==> src/rtl/i2c_tgt_pkg.sv <==
package i2c_tgt_pkg;
  typedef enum logic [2:0] {
    ST_IDLE,
    ST_DEV,
    ST_SUB,
    ST_WR,
    ST_RD
  } tgt_state_e;
endpackage

==> src/rtl/i2c_line_sync.sv <==
module i2c_line_sync #(
  parameter int STAGES = 2
) (
  input  logic clk_i,
  input  logic rst_ni,
  input  logic scl_i,
  input  logic sda_i,
  output logic scl_o,
  output logic sda_o,
  output logic scl_rise_o,
  output logic scl_fall_o,
  output logic start_o,
  output logic stop_o
);
  logic [STAGES-1:0] scl_ff, sda_ff;
  logic scl_q, sda_q;

  generate
    if (STAGES == 1) begin : g_one
      always_ff @(posedge clk_i or negedge rst_ni)
        if (!rst_ni) begin
          scl_ff <= '1;
          sda_ff <= '1;
        end else begin
          scl_ff <= scl_i;
          sda_ff <= sda_i;
        end
    end else begin : g_many
      always_ff @(posedge clk_i or negedge rst_ni)
        if (!rst_ni) begin
          scl_ff <= '1;
          sda_ff <= '1;
        end else begin
          scl_ff <= {scl_ff[STAGES-2:0], scl_i};
          sda_ff <= {sda_ff[STAGES-2:0], sda_i};
        end
    end
  endgenerate

  always_ff @(posedge clk_i or negedge rst_ni)
    if (!rst_ni) begin
      scl_q <= 1'b1;
      sda_q <= 1'b1;
    end else begin
      scl_q <= scl_o;
      sda_q <= sda_o;
    end

  assign scl_o      = scl_ff[STAGES-1];
  assign sda_o      = sda_ff[STAGES-1];
  assign scl_rise_o = scl_o & ~scl_q;
  assign scl_fall_o = ~scl_o & scl_q;
  assign start_o    = scl_o & scl_q & sda_q & ~sda_o;
  assign stop_o     = scl_o & scl_q & ~sda_q & sda_o;
endmodule

==> src/rtl/i2c_ptr_reg.sv <==
module i2c_ptr_reg #(
  parameter int AW = 8
) (
  input  logic          clk_i,
  input  logic          rst_ni,
  input  logic          load_i,
  input  logic          inc_i,
  input  logic [AW-1:0] val_i,
  output logic [AW-1:0] ptr_o
);
  always_ff @(posedge clk_i or negedge rst_ni)
    if (!rst_ni)     ptr_o <= '0;
    else if (load_i) ptr_o <= val_i;
    else if (inc_i)  ptr_o <= ptr_o + AW'(1);  // wraps modulo 2**AW
endmodule

==> src/rtl/i2c_reg_target.sv <==
module i2c_reg_target
  import i2c_tgt_pkg::*;
#(
  parameter logic [6:0] DEV_ADDR    = 7'b1000011,
  parameter int         SYNC_STAGES = 2
) (
  input  logic       clk_i,
  input  logic       rst_ni,
  input  logic       scl_i,
  input  logic       sda_i,
  output logic       sda_pull_o,
  output logic [7:0] reg_addr_o,
  output logic [7:0] reg_wdata_o,
  output logic       reg_we_o,
  input  logic [7:0] reg_rdata_i
);
  localparam int BYTE_W = 8;
  localparam int CNT_W  = $clog2(BYTE_W + 2);
  localparam logic [CNT_W-1:0] CNT_DATA = CNT_W'(BYTE_W);
  localparam logic [CNT_W-1:0] CNT_ACK  = CNT_W'(BYTE_W + 1);

  logic scl_s, sda_s, scl_rise, scl_fall, start_det, stop_det;
  tgt_state_e st;
  logic [CNT_W-1:0]  bit_cnt;
  logic [BYTE_W-1:0] shreg;
  logic rd_nack, ptr_load, ptr_inc;

  i2c_line_sync #(.STAGES(SYNC_STAGES)) u_sync (
    .clk_i, .rst_ni, .scl_i, .sda_i,
    .scl_o(scl_s), .sda_o(sda_s),
    .scl_rise_o(scl_rise), .scl_fall_o(scl_fall),
    .start_o(start_det), .stop_o(stop_det)
  );

  always_comb begin
    ptr_load = (st == ST_SUB) && scl_fall && (bit_cnt == CNT_DATA);
    ptr_inc  = scl_fall && (((st == ST_WR) && (bit_cnt == CNT_ACK)) ||
                            ((st == ST_RD) && (bit_cnt == CNT_DATA)));
  end

  i2c_ptr_reg #(.AW(BYTE_W)) u_ptr (
    .clk_i, .rst_ni,
    .load_i(ptr_load), .inc_i(ptr_inc), .val_i(shreg),
    .ptr_o(reg_addr_o)
  );

  always_ff @(posedge clk_i or negedge rst_ni) begin
    if (!rst_ni) begin
      st          <= ST_IDLE;
      bit_cnt     <= '0;
      shreg       <= '0;
      sda_pull_o  <= 1'b0;
      rd_nack     <= 1'b0;
      reg_we_o    <= 1'b0;
      reg_wdata_o <= '0;
    end else begin
      reg_we_o <= 1'b0;
      if (start_det) begin
        st         <= ST_DEV;
        bit_cnt    <= '0;
        sda_pull_o <= 1'b0;
      end else if (stop_det) begin
        st         <= ST_IDLE;
        bit_cnt    <= '0;
        sda_pull_o <= 1'b0;
      end else if (st != ST_IDLE) begin
        if (scl_rise) begin
          bit_cnt <= bit_cnt + CNT_W'(1);
          if (st != ST_RD && bit_cnt < CNT_DATA) shreg <= {shreg[BYTE_W-2:0], sda_s};
          if (st == ST_RD && bit_cnt == CNT_DATA) rd_nack <= sda_s;
        end else if (scl_fall) begin
          if (st == ST_RD) begin
            if (bit_cnt < CNT_DATA) begin
              shreg      <= shreg << 1;
              sda_pull_o <= ~shreg[BYTE_W-2];
            end else if (bit_cnt == CNT_DATA) begin
              sda_pull_o <= 1'b0;  // master's ack slot
            end else if (rd_nack) begin
              st <= ST_IDLE;
            end else begin
              shreg      <= reg_rdata_i;
              sda_pull_o <= ~reg_rdata_i[BYTE_W-1];
              bit_cnt    <= '0;
            end
          end else if (bit_cnt == CNT_DATA) begin
            if (st == ST_DEV && shreg[7:1] != DEV_ADDR) begin
              st <= ST_IDLE;
            end else begin
              sda_pull_o <= 1'b1;
              if (st == ST_WR) begin
                reg_we_o    <= 1'b1;
                reg_wdata_o <= shreg;
              end
            end
          end else if (bit_cnt == CNT_ACK) begin
            sda_pull_o <= 1'b0;
            bit_cnt    <= '0;
            if (st == ST_DEV) begin
              if (shreg[0]) begin
                st         <= ST_RD;
                shreg      <= reg_rdata_i;
                sda_pull_o <= ~reg_rdata_i[BYTE_W-1];
              end else begin
                st <= ST_SUB;
              end
            end else if (st == ST_SUB) begin
              st <= ST_WR;
            end
          end
        end
      end
    end
  end
endmodule

==> config.mk <==
export PLATFORM = sky130hd
export DESIGN_NAME = i2c_reg_target
export DESIGN_NICKNAME = d
export VERILOG_FILES = /design/src/rtl/i2c_tgt_pkg.sv /design/src/rtl/i2c_line_sync.sv /design/src/rtl/i2c_ptr_reg.sv /design/src/rtl/i2c_reg_target.sv
export SDC_FILE = /design/constraint.sdc
export NUM_CORES = 1
export LEC_CHECK = 0
export BUFFER_PORTS_ARGS = -buffer_cell sky130_fd_sc_hd__buf_2
export CORE_MARGIN = 2
export CORE_UTILIZATION = 35
export DETAILED_ROUTE_END_ITERATION = 6
export HOLD_SLACK_MARGIN = 0.12
export PLACE_DENSITY_LB_ADDON = 0.1
export SLEW_MARGIN = 40
export SYNTH_ARGS = -nofsm -noshare
export SYNTH_HDL_FRONTEND = slang
export SYNTH_SLANG_ARGS = --single-unit
==> constraint.sdc <==
create_clock -name clk_i -period 2.5 [get_ports clk_i]
set_input_delay 0.125 -clock clk_i [delete_from_list [all_inputs] [get_ports clk_i]]
set_output_delay 0.125 -clock clk_i [all_outputs]
set_load 0.01 [all_outputs]
======== Yosys cells after proc, flatten, opt, wreduce, memory -nomap -nowiden ========
Cells that the tools add are included.
storage, ports and cells
  bits in registers ....................... 40
  logic and storage cells ................. 145
operators by class
  add/sub/neg operators ................... 2
  magnitude comparators ................... 1
  eq/ne operators ......................... 22
  multiplexer cells ....................... 62
  bitwise operators ....................... 18
  reductions and logical operators ........ 27
operator list
  cell                 number
  $mux 8               13
  $mux 3               15
  $mux 4               11
  $mux 1               23
  $ne 4x4->1 const B   5
  $reduce_and 9->1     2
  $reduce_bool 3->1    6
  $ne 5x5->1 const B   3
  $reduce_and 6->1     2
  $not 1->1            11
  $reduce_and 11->1    1
  $reduce_and 10->1    1
  $reduce_bool 5->1    2
  $ne 3x3->1 const B   3
  $add 8x1->8 const B  1
  $eq 4x4->1 const B   2
  $and 1x1->1          7
  $logic_and 1x1->1    7
  $ne 7x7->1 const B   1
  $eq 3x2->1 const B   2
  $ne 6x5->1 const B   1
  $reduce_bool 6->1    1
  $reduce_and 5->1     1
  $add 4x1->4 const B  1
  other kinds (9)      10

======== Longest topological paths before layout ========
Gate-level depths: netlist of the first run.
  depth after elaboration ................. 11
  depth in mapped cells ................... 8

======== Modules after synthesis ========
A second synthesis of the first run with hierarchy kept.
second synthesis, totals
  cell total of the unflattened synthesis .. 215
  area, all modules ....................... 2292.2 µm²
modules (own cells, without submodules)
  module          instances  cells an instance  area an instance (µm²)
  i2c_reg_target  1          156                1651.6
  i2c_ptr_reg     1          49                 450.4
  i2c_line_sync   1          10                 190.2

======== Least setup slack after synthesis of the first run ========
OpenSTA, ideal clock, no wires.
  path kind ............................... register -> register
  from .................................... register u_sync.scl_ff[1]
  to ...................................... register bit_cnt[3]
  arrival time ............................ 1.997 ns
  data required time ...................... 2.431 ns
  slack ................................... 0.434 ns
  stages on the path, launching flop included .. 7
  buffers on the path ..................... 0
  clock period less this slack ............ 2.066 ns
  cell sequence ........................... dfstp_2 -> inv_1 -> ha_1 -> or2_2 -> o221a_4 -> or4_1 -> nand3_1
on the way
  cells in the longest elaborated chain, start to end .. 5
ends and longest elaborated chain
  what                                                         RTL line                                                       RTL
  start: declaration                                           i2c_line_sync.sv:15                                            logic [STAGES-1:0] scl_ff, sda_ff;
  start signal: assignment                                     i2c_line_sync.sv:34                                            scl_ff <= {scl_ff[STAGES-2:0], scl_i};
  $and 1x1->1, on equally long branches                        i2c_line_sync.sv:53, i2c_line_sync.sv:54, i2c_line_sync.sv:51
  $and 1x1->1 (tied with other cells) (2 in a row)             i2c_line_sync.sv:53                                            assign start_o = scl_o & scl_q & sda_q & ~sda_o;
  $ne 5x5->1 (no line) (tied with other cells)                 --
  $reduce_and 6->1 (no line) / $mux 4 (equally long branches)  --
  end signal: assignment                                       i2c_reg_target.sv:68                                           bit_cnt <= bit_cnt + CNT_W'(1);
  end: declaration                                             i2c_reg_target.sv:24                                           logic [CNT_W-1:0] bit_cnt;
Several ways; a longest one is shown, not always the timed one. The select of a mux whose other input is x is not followed.
A chain may end at the register's enable or synchronous reset.

======== Worst setup path after layout of the first run ========
  from .................................... register bit_cnt[1]
  to ...................................... register shreg[2]
on the way
  cells in the longest elaborated chain, start to end .. 5
ends and longest elaborated chain
  what                    RTL line                                    RTL
  $lt 4x4->1              i2c_reg_target.sv:69, i2c_reg_target.sv:73
  $mux 8                  i2c_reg_target.sv:73                        if (bit_cnt < CNT_DATA) begin
  $mux 8                  i2c_reg_target.sv:72                        if (st == ST_RD) begin
  $mux 8                  i2c_reg_target.sv:71                        end else if (scl_fall) begin
  $mux 8                  i2c_reg_target.sv:67                        if (scl_rise) begin
  end signal: assignment  i2c_reg_target.sv:69                        if (st != ST_RD && bit_cnt < CNT_DATA) shreg <= {shreg[BYTE_W-2:0], sda_s};
  end signal: assignment  i2c_reg_target.sv:74                        shreg <= shreg << 1;
  end signal: assignment  i2c_reg_target.sv:81                        shreg <= reg_rdata_i;
  end: declaration        i2c_reg_target.sv:25                        logic [BYTE_W-1:0] shreg;
Several ways; a longest one is shown, not always the timed one. The select of a mux whose other input is x is not followed.

==> implementation parameters, run 1 <==
Parameter                              Value

Status
  Run status    finished clean

Pwr
  Proportion of power drawn by flip-flops and latches    0.467
  Internal Power    1.21 mW
  Leak    1.27 nW
  Psw    between 0.5 and 0.6 mW
  Peak VDD IR    between 300 and 400 uV
  Sw Ratio    0.310
  Cell area power density    644 nW/um^2
  Clock power frac    0.327
  Portion of total power attributed to combinational logic    0.206

Logic synthesis
  Post-synth top flop    dfrtp_1
  Mapped cell area    2280 um^2
  Netlist cell types    between 50 and 60
  Ys async rst share    1.00
  Number of enable-type register cells in the synthesized netlist    0
  Total nets after synthesis    245
  Number of standard cells after synthesis    225
  Portion of the post-synthesis area used by sequential elements    0.443
  Yosys synthesis warning count    0
  Flip-flop and latch count after synthesis    40
  Synthesized area per cell    10.1 um^2

Timing
  Max Transition Viols Final    0
  Worst Skew    6.68 ps
  Setup TNS    0 ps
  RSZ-0062 raised after global routing    false
  Total setup violations reported at the end of the flow    0
  Transition at the pin with the smallest max-transition slack    619 ps
  Max Clk Rate    0.443 GHz
  Max_slew headroom    0.584
  Final Cycle Share    0.903
  Number of failing hold endpoints at the final stage    0
  Period minus WS final    2260 ps

Hold path
  Worst hold path cell count    3
  Endpoint with the worst hold slack    shreg[4]$_DFFE_PN0P_
  Worst hold start    reg_rdata_i[4]
  Tightest Hold Check Type    in2reg

Placement
  Post-detailed-placement half-perimeter wirelength    4.01 mm
  Number of port buffers    29
  Routability-driven placement congestion ratio    0.923
  Placed Instance Area    ~2600 um^2

Critical path
  Largest fanout on the critical path    7
  Worst reg-to-reg path cell count    7
  Register-to-register setup slack    240 ps
  Startpoint of the worst register-to-register path    bit_cnt[1]$_DFFE_PN0P_
  Crit end category    flip-flop
  Required time of the critical path    2680 ps
  Reg-to-Reg End    shreg[2]$_DFFE_PN0P_
  Startpoint type of the worst setup path    flip-flop
  CP arrival    2440 ps
  Kind of critical path    reg2reg

Die
  Initial Utilization    0.360
  Total I/O pin count    30
  Die width    84.6 um
  DIE AREA    7160 um^2
  Vert. Die Dim    about 85 um
  Floorplan Core Area    6310 um^2
  Number of cell rows    29

CTS
  Clock Pin Slew Worst Setup and Hold Paths    80 ps
  H-tree Lvls    2
  Clock tree from TritonCTS    yes
  Cells resized by post-CTS repair    0
  Hold-fix buffers, CTS    3
  Clock root buffer master    clkbuf_8
  Total CTS buffers    5
  Total setup buffers inserted after CTS    0
  CTS sink cnt    40
  Clock latency of the later-clocked register in the worst-skew pair    around 300 ps
  Maximum clock insertion buffer count    2

Detailed routing
  Overall routed net length    5.50 mm
  Average routed wire per standard cell    16.0 um
  Count of antenna-violating nets left after detailed routing    0
  Number of design rule violations left after detail routing    0
  First-iteration detailed-routing DRC count    146
  Number of detailed-routing iterations run before antenna repair    5
  Via-to-Cell Ratio    5.60
  DR vias    roughly 1900

Cells and area
  Proportion of layout cells with a drive suffix above 1    0.284
  Final core utilization    0.433
  Commonest cells after routing, fill and taps aside    dfrtp_1 (34), buf_2 (28), nand2_1 (20), o21ai_0 (16), buf_4 (15)
  Antenna diodes    0
  Most frequent standard cell in the layout excluding fill and tap cells    dfrtp_1
  Post-layout net count    287
  Final Cell Area    between 2000 and 3000 um^2
  Area of the multi-input gates    1180 um^2
  Layout overhead on the synthesized area    20.1%
  Fillcell total    between 600 and 700
  Combined flip-flop and latch cell area    1010 um^2

Global route
  Vias in the first global route    1827
  Wire length of the first global-routing pass    8.96 mm
  Residual overflow from global routing    0
  Global-route usage over all layers    0.161
  Antenna violations before repair    0
  Maximum number of pins on one net before global-route repair    41

Flow run
  # Max-Cap Violations    0
==> power by group through the flow <==
stage	clock [mW]	sequential [mW]	combinational, mW
2_1_floorplan	0	0.781	0.275
3_3_place_gp	0	0.835	0.356
3_5_place_dp	0	0.835	0.357
4_1_cts	0.593	0.822	0.365
5_1_grt	0.611	0.836	0.404
6_report	0.575	0.822	0.362
==> worst max-delay path by stage <==
stage | startpoint | endpoint | slack, ps | depth (start not counted)
after floorplan | u_sync.scl_ff[1]$_DFF_PN1_ | bit_cnt[3]$_DFFE_PN0P_ | 430 | 6
after global placement | bit_cnt[0]$_DFFE_PN0P_ | u_ptr.ptr_o[7]$_DFFE_PN0P_ | 300 | 7
after detailed placement | bit_cnt[1]$_DFFE_PN0P_ | shreg[3]$_DFFE_PN0P_ | 290 | 7
after CTS | bit_cnt[1]$_DFFE_PN0P_ | shreg[6]$_DFFE_PN0P_ | 260 | 7
after global routing | bit_cnt[1]$_DFFE_PN0P_ | shreg[2]$_DFFE_PN0P_ | 110 | 7
final | bit_cnt[1]$_DFFE_PN0P_ | shreg[2]$_DFFE_PN0P_ | 240 | 7
==> sequential cells by signal (all words and copies together) (netlist names) <==
signal / count
u_sync.sda_q: 1
u_sync.scl_ff: 2
bit_cnt: 4
shreg: 8
st: 3
reg_wdata_o: 8
reg_we_o: 1
u_sync.scl_q: 1
rd_nack: 1
sda_pull_o: 1
u_ptr.ptr_o: 8
u_sync.sda_ff: 2
==> cells by family (layout without fill, tap and decap cells) <==
family,Yosys count,count (layout),share of synthesized area
buffers and inverters,23,66,0.0390
adder cells (fa/ha/maj),8,8,0.0440
flip-flops,40,40,0.443
XOR/XNOR,6,6,0.0231
multiplexers,15,15,0.0737
AND/OR/NAND/NOR,72,72,0.184
AO/OA/AOI/OAI,61,61,0.194
==> Yosys cell counts (5+ instances only) <==
cell type / number / area share
dfrtp_1: 34 / 0.37
nand2_1: 20 / 0.033
o21ai_0: 16 / 0.035
mux2_2: 14 / 0.069
inv_1: 12 / 0.020
a21oi_1: 9 / 0.020
ha_1: 8 / 0.044
clkbuf_1: 7 / 0.012
nand3_1: 7 / 0.015
nor2_1: 7 / 0.012
a22o_1: 6 / 0.023
dfstp_2: 6 / 0.069
and3_1: 5 / 0.014
==> cell type report <==
class / instances / area share
Clock inverter: 2 / 0.0142
Multi-Input combinational cell: 162 / 0.431
Clock buffer: 6 / 0.0302
Timing Repair Buffer: 46 / 0.103
Inverter: 12 / 0.0165
Sequential cell: 40 / 0.369
Tap cell: 77 / 0.0353
==> critical path: stages (launching register included) <==
cell      delay, ps
dfrtp_1         410
inv_1           100
ha_1            170
nand3b_1        220
or4_1           480
nand3_1         140
nand4b_2        260
mux2_2          350
==> metal layers <==
| metal | vias to the layer above | track usage | part of all wire |
|---|---|---|---|
| met5 | - | 0 | 0 |
| met3 | 10 | 0.0364 | 0.048 |
| li1 | 921 | - | - |
| met2 | 51 | 0.242 | 0.45 |
| met4 | 0 | 0.0649 | 0.021 |
| met1 | 950 | 0.224 | 0.49 |
==> per-stage QoR <==
step                cells  total power, mW  setup WS (ps)  hold slack [ps]
CTS                   345             1.78            262              173
finish                345             1.76            243              185
global route          345             1.85            114              179
detailed placement    334             1.19            289              149
floorplan             225             1.06            434             -171
global placement      334             1.19            299              230
No activity file was read; power rests on OpenSTA's default activity.
==> run 2: changes to the inputs <==
--- a/config.mk
+++ b/config.mk
@@ -14,4 +14,5 @@
 export SLEW_MARGIN = 40
 export SYNTH_ARGS = -nofsm -noshare
 export SYNTH_HDL_FRONTEND = slang
+export SYNTH_HIERARCHICAL = 1
 export SYNTH_SLANG_ARGS = --single-unit
==> implementation parameters, run 2 <==
Parameter                              Value

Timing
  Max Clk Rate    0.432 GHz (was 0.443 GHz)
  RSZ-0062 raised after global routing    false (unchanged)
  Max_slew headroom    0.479 (was 0.584)
  Period minus WS final    2310 ps (was 2260 ps)
  Final Cycle Share    0.926 (was 0.903)
  Transition at the pin with the smallest max-transition slack    772 ps (was 619 ps)
  Total setup violations reported at the end of the flow    0 (unchanged)
  Max Transition Viols Final    0 (unchanged)
  Number of failing hold endpoints at the final stage    0 (unchanged)
  Setup TNS    0 ps (unchanged)
  Worst Skew    12.4 ps (was 6.68 ps)

Logic synthesis
  Netlist cell types    56 (was 55)
  Post-Synth XOR/XNOR Area    0.0153 (was 0.0231)
  Main combinational cell family by area after synthesis    simple AND/OR/NAND/NOR gates (was compound AO/OA/AOI/OAI gates)
  Cell types with the highest counts after synthesis    dfrtp_1 (34), nand2_1 (18), mux2_2 (15) (was dfrtp_1 (34), nand2_1 (20), o21ai_0 (16))
  Top cells by area, synth    dfrtp_1 (37%), mux2_2 (7.4%), dfstp_2 (6.9%), a22o_1 (3.1%), nand2_1 (2.9%) (was dfrtp_1 (37%), dfstp_2 (6.9%), mux2_2 (6.9%), ha_1 (4.4%), o21ai_0 (3.5%))
  Number of standard cells after synthesis    215 (was 225)
  Total nets after synthesis    231 (was 245)
  Most numerous cell in the Yosys netlist    dfrtp_1 (unchanged)
  Area fraction of the dominant cell type after synthesis    0.371 (was 0.374)
  Number of enable-type register cells in the synthesized netlist    0 (unchanged)
  Area share of fa/ha/maj cells after synthesis    0.0218 (was 0.0440)
  Post-synth top flop    dfrtp_1 (unchanged)
  Synthesized area per cell    10.7 um^2 (was 10.1 um^2)
  Share of the synthesized area in compound gates (AO/OA/AOI/OAI)    0.170 (was 0.194)
  Yosys synthesis warning count    6 (was 0)
  Flip-flop and latch count after synthesis    40 (unchanged)
  Post-synth top area cell    dfrtp_1 (unchanged)
  Area fraction in and, or, nand and nor cells after synthesis    0.211 (was 0.184)
  Mapped cell area    2290 um^2 (was 2280 um^2)
  Multiplexer share of the synthesized area    0.102 (was 0.0737)
  Ys async rst share    1.00 (unchanged)
  Portion of the post-synthesis area used by sequential elements    0.440 (was 0.443)

Detailed routing
  DR vias    1742 (was 1932)
  Count of antenna-violating nets left after detailed routing    0 (unchanged)
  Via-to-Cell Ratio    5.25 (was 5.60)
  Number of design rule violations left after detail routing    0 (unchanged)
  Number of detailed-routing iterations run before antenna repair    4 (was 5)
  Average routed wire per standard cell    15.6 um (was 16.0 um)
  First-iteration detailed-routing DRC count    65 (was 146)
  Overall routed net length    5.18 mm (was 5.50 mm)

Global route
  Antenna violations before repair    0 (unchanged)
  Global-route usage over all layers    0.155 (was 0.161)
  Vias in the first global route    1703 (was 1827)
  Wire length of the first global-routing pass    8.78 mm (was 8.96 mm)
  Residual overflow from global routing    0 (unchanged)
  Maximum number of pins on one net before global-route repair    41 (unchanged)

Placement
  Post-detailed-placement half-perimeter wirelength    3.70 mm (was 4.01 mm)
  Placed Instance Area    2560 um^2 (was 2580 um^2)
  Number of port buffers    29 (unchanged)
  Cell Count Post-Placement    321 (was 334)
  Routability-driven placement congestion ratio    0.860 (was 0.923)

Cells and area
  Fillcell total    625 (was 636)
  Commonest cells after routing, fill and taps aside    dfrtp_1 (34), buf_2 (28), nand2_1 (18), mux2_2 (15) (was dfrtp_1 (34), buf_2 (28), nand2_1 (20), o21ai_0 (16), buf_4 (15))
  Post-Layout Cell Count    332 (was 345)
  Final Cell Area    2710 um^2 (was 2730 um^2)
  Proportion of layout cells with a drive suffix above 1    0.337 (was 0.284)
  Layout overhead on the synthesized area    18.4% (was 20.1%)
  Antenna diodes    0 (unchanged)
  Most frequent standard cell in the layout excluding fill and tap cells    dfrtp_1 (unchanged)
  Post-layout net count    270 (was 287)
  Final core utilization    0.427 (was 0.433)
  Largest registers    reg_wdata_o: 8 flops, shreg: 8 flops, u_ptr/ptr_o: 8 flops (was reg_wdata_o: 8 flops, shreg: 8 flops, u_ptr.ptr_o: 8 flops)

Status
  Run status    finished clean (unchanged)

Critical path
  Kind of critical path    reg2reg (unchanged)
  Required time of the critical path    2690 ps (was 2680 ps)
  CP arrival    2510 ps (was 2440 ps)
  Startpoint type of the worst setup path    flip-flop (unchanged)
  Crit end category    flip-flop (unchanged)
  Largest fanout on the critical path    7 (unchanged)

CTS
  Clock root buffer master    clkbuf_8 (unchanged)
  H-tree Lvls    2 (unchanged)
  Total CTS buffers    5 (unchanged)
  Cells resized by post-CTS repair    0 (unchanged)
  Total setup buffers inserted after CTS    0 (unchanged)
  Clock tree from TritonCTS    yes (unchanged)
  Clock latency of the later-clocked register in the worst-skew pair    300 ps (about the same)
  Clock Pin Slew Worst Setup and Hold Paths    80 ps (about the same)
  Maximum clock insertion buffer count    2 (unchanged)
  CTS sink cnt    40 (unchanged)

Pwr
  Leak    1.27 nW (about the same)
  Peak VDD IR    443 uV (was 358 uV)
  Cell area power density    803 nW/um^2 (was 644 nW/um^2)

Hold path
  Tightest Hold Check Type    in2reg (unchanged)

Die
  DIE AREA    7210 um^2 (was 7160 um^2)
  Vert. Die Dim    84.9 um (was 84.6 um)
  Floorplan Core Area    6350 um^2 (was 6310 um^2)
  Initial Utilization    0.361 (was 0.360)
  Total I/O pin count    30 (unchanged)
  Number of cell rows    29 (unchanged)
  Die width    84.9 um (was 84.6 um)

Flow run
  # Max-Cap Violations    0 (unchanged)
[run 2: cell types whose count changed in the layout (fill, tap and decap cells not counted), moves of 3 or more]
cell and change:
a32oi_1 -3, mux2_1 +4, a21oi_1 -5, inv_1 -6, o21ai_1 +4, nor2b_1 +4, o21ai_0 -3, nand3_1 +4
ha_1 -4, nor3b_1 -3, a211oi_1 -3, a221o_1 -3, and3_1 -5, nor2_1 +4
[run 2: kinds of logic after synthesis]
logic type | after synthesis
compound gates | 48
xor+xnor | 4
fa+ha+maj | 4
buf+inv | 18
flops | 40
mux | 21
simple gates | 80
[run 2: power breakdown]
part	switching (mW)	total [mW]	leakage (nW)	internal [mW]
clock	0.255	0.582	0.0614	0.327
combinational	0.302	0.603	0.686	0.301
sequential	0.225	0.994	0.520	0.768
total	0.782	2.18	1.27	1.40
[run 2: worst max-delay path, stage by stage, from the launching register on]
cell and delay (ps):
dfstp_2 560, and4b_1 220, or2_2 380, a2111oi_2 220, nand4_1 220, nor2_4 250
mux2_2 360
[run 2: metrics by stage]
step                power (mW)  hold WS (ps)  setup slack [ps]
floorplan                 1.43          -171               219
global placement          1.61           231               179
detailed placement        1.60           148               164
CTS                       2.20           161               158
global route              2.32           183              12.6
finish                    2.18           158               185
[run 2: routing by layer]
layer	part of all wire	wire length [um]	vias to the layer above	track usage
met2	0.43	2210	32	0.236
met5	0	0	-	0
met1	0.52	2690	829	0.215
li1	-	-	871	-
met4	0.025	127	0	0.0635
met3	0.030	158	10	0.0340
[run 2: worst paths after layout]
| check | start | slack (ps) | cells past startpoint | endpoint |
|---|---|---|---|---|
| min reg2reg | u_sync/scl_ff[0]$_DFF_PN1_ | 360 | 0 | u_sync/scl_ff[1]$_DFF_PN1_ |
| max reg2reg | u_sync/sda_ff[1]$_DFF_PN1_ | 190 | 6 | shreg[5]$_DFFE_PN0P_ |
| max | u_sync/sda_ff[1]$_DFF_PN1_ | 190 | 6 | shreg[5]$_DFFE_PN0P_ |
| min in group asynchronous | rst_ni | 320 | 2 | st[2]$_DFFE_PN0P_ |
| max in group asynchronous | rst_ni | 1780 | 2 | u_sync/sda_q$_DFF_PN1_ |
| min | reg_rdata_i[1] | 160 | 3 | shreg[1]$_DFFE_PN0P_ |
[run 2: layout make-up]
| cell class | instances | area, um^2 | share of cell area |
|---|---|---|---|
| Multi-Input combinational cell | 157 | 1200 | 0.441 |
| Sequential cell | 40 | 1010 | 0.372 |
| Timing Repair Buffer | 44 | 268 | 0.0987 |
| Tap cell | 77 | 96.3 | 0.0355 |
| Clock buffer | 6 | 82.6 | 0.0304 |
| Clock inverter | 2 | 38.8 | 0.0143 |
| Inverter | 6 | 22.5 | 0.00830 |
[run 2: what timing repair did]
item,4_1_cts,5_1_grt
endpoints found under the hold margin,36,0
setup endpoints to repair,0,0
hold buffers,3,0
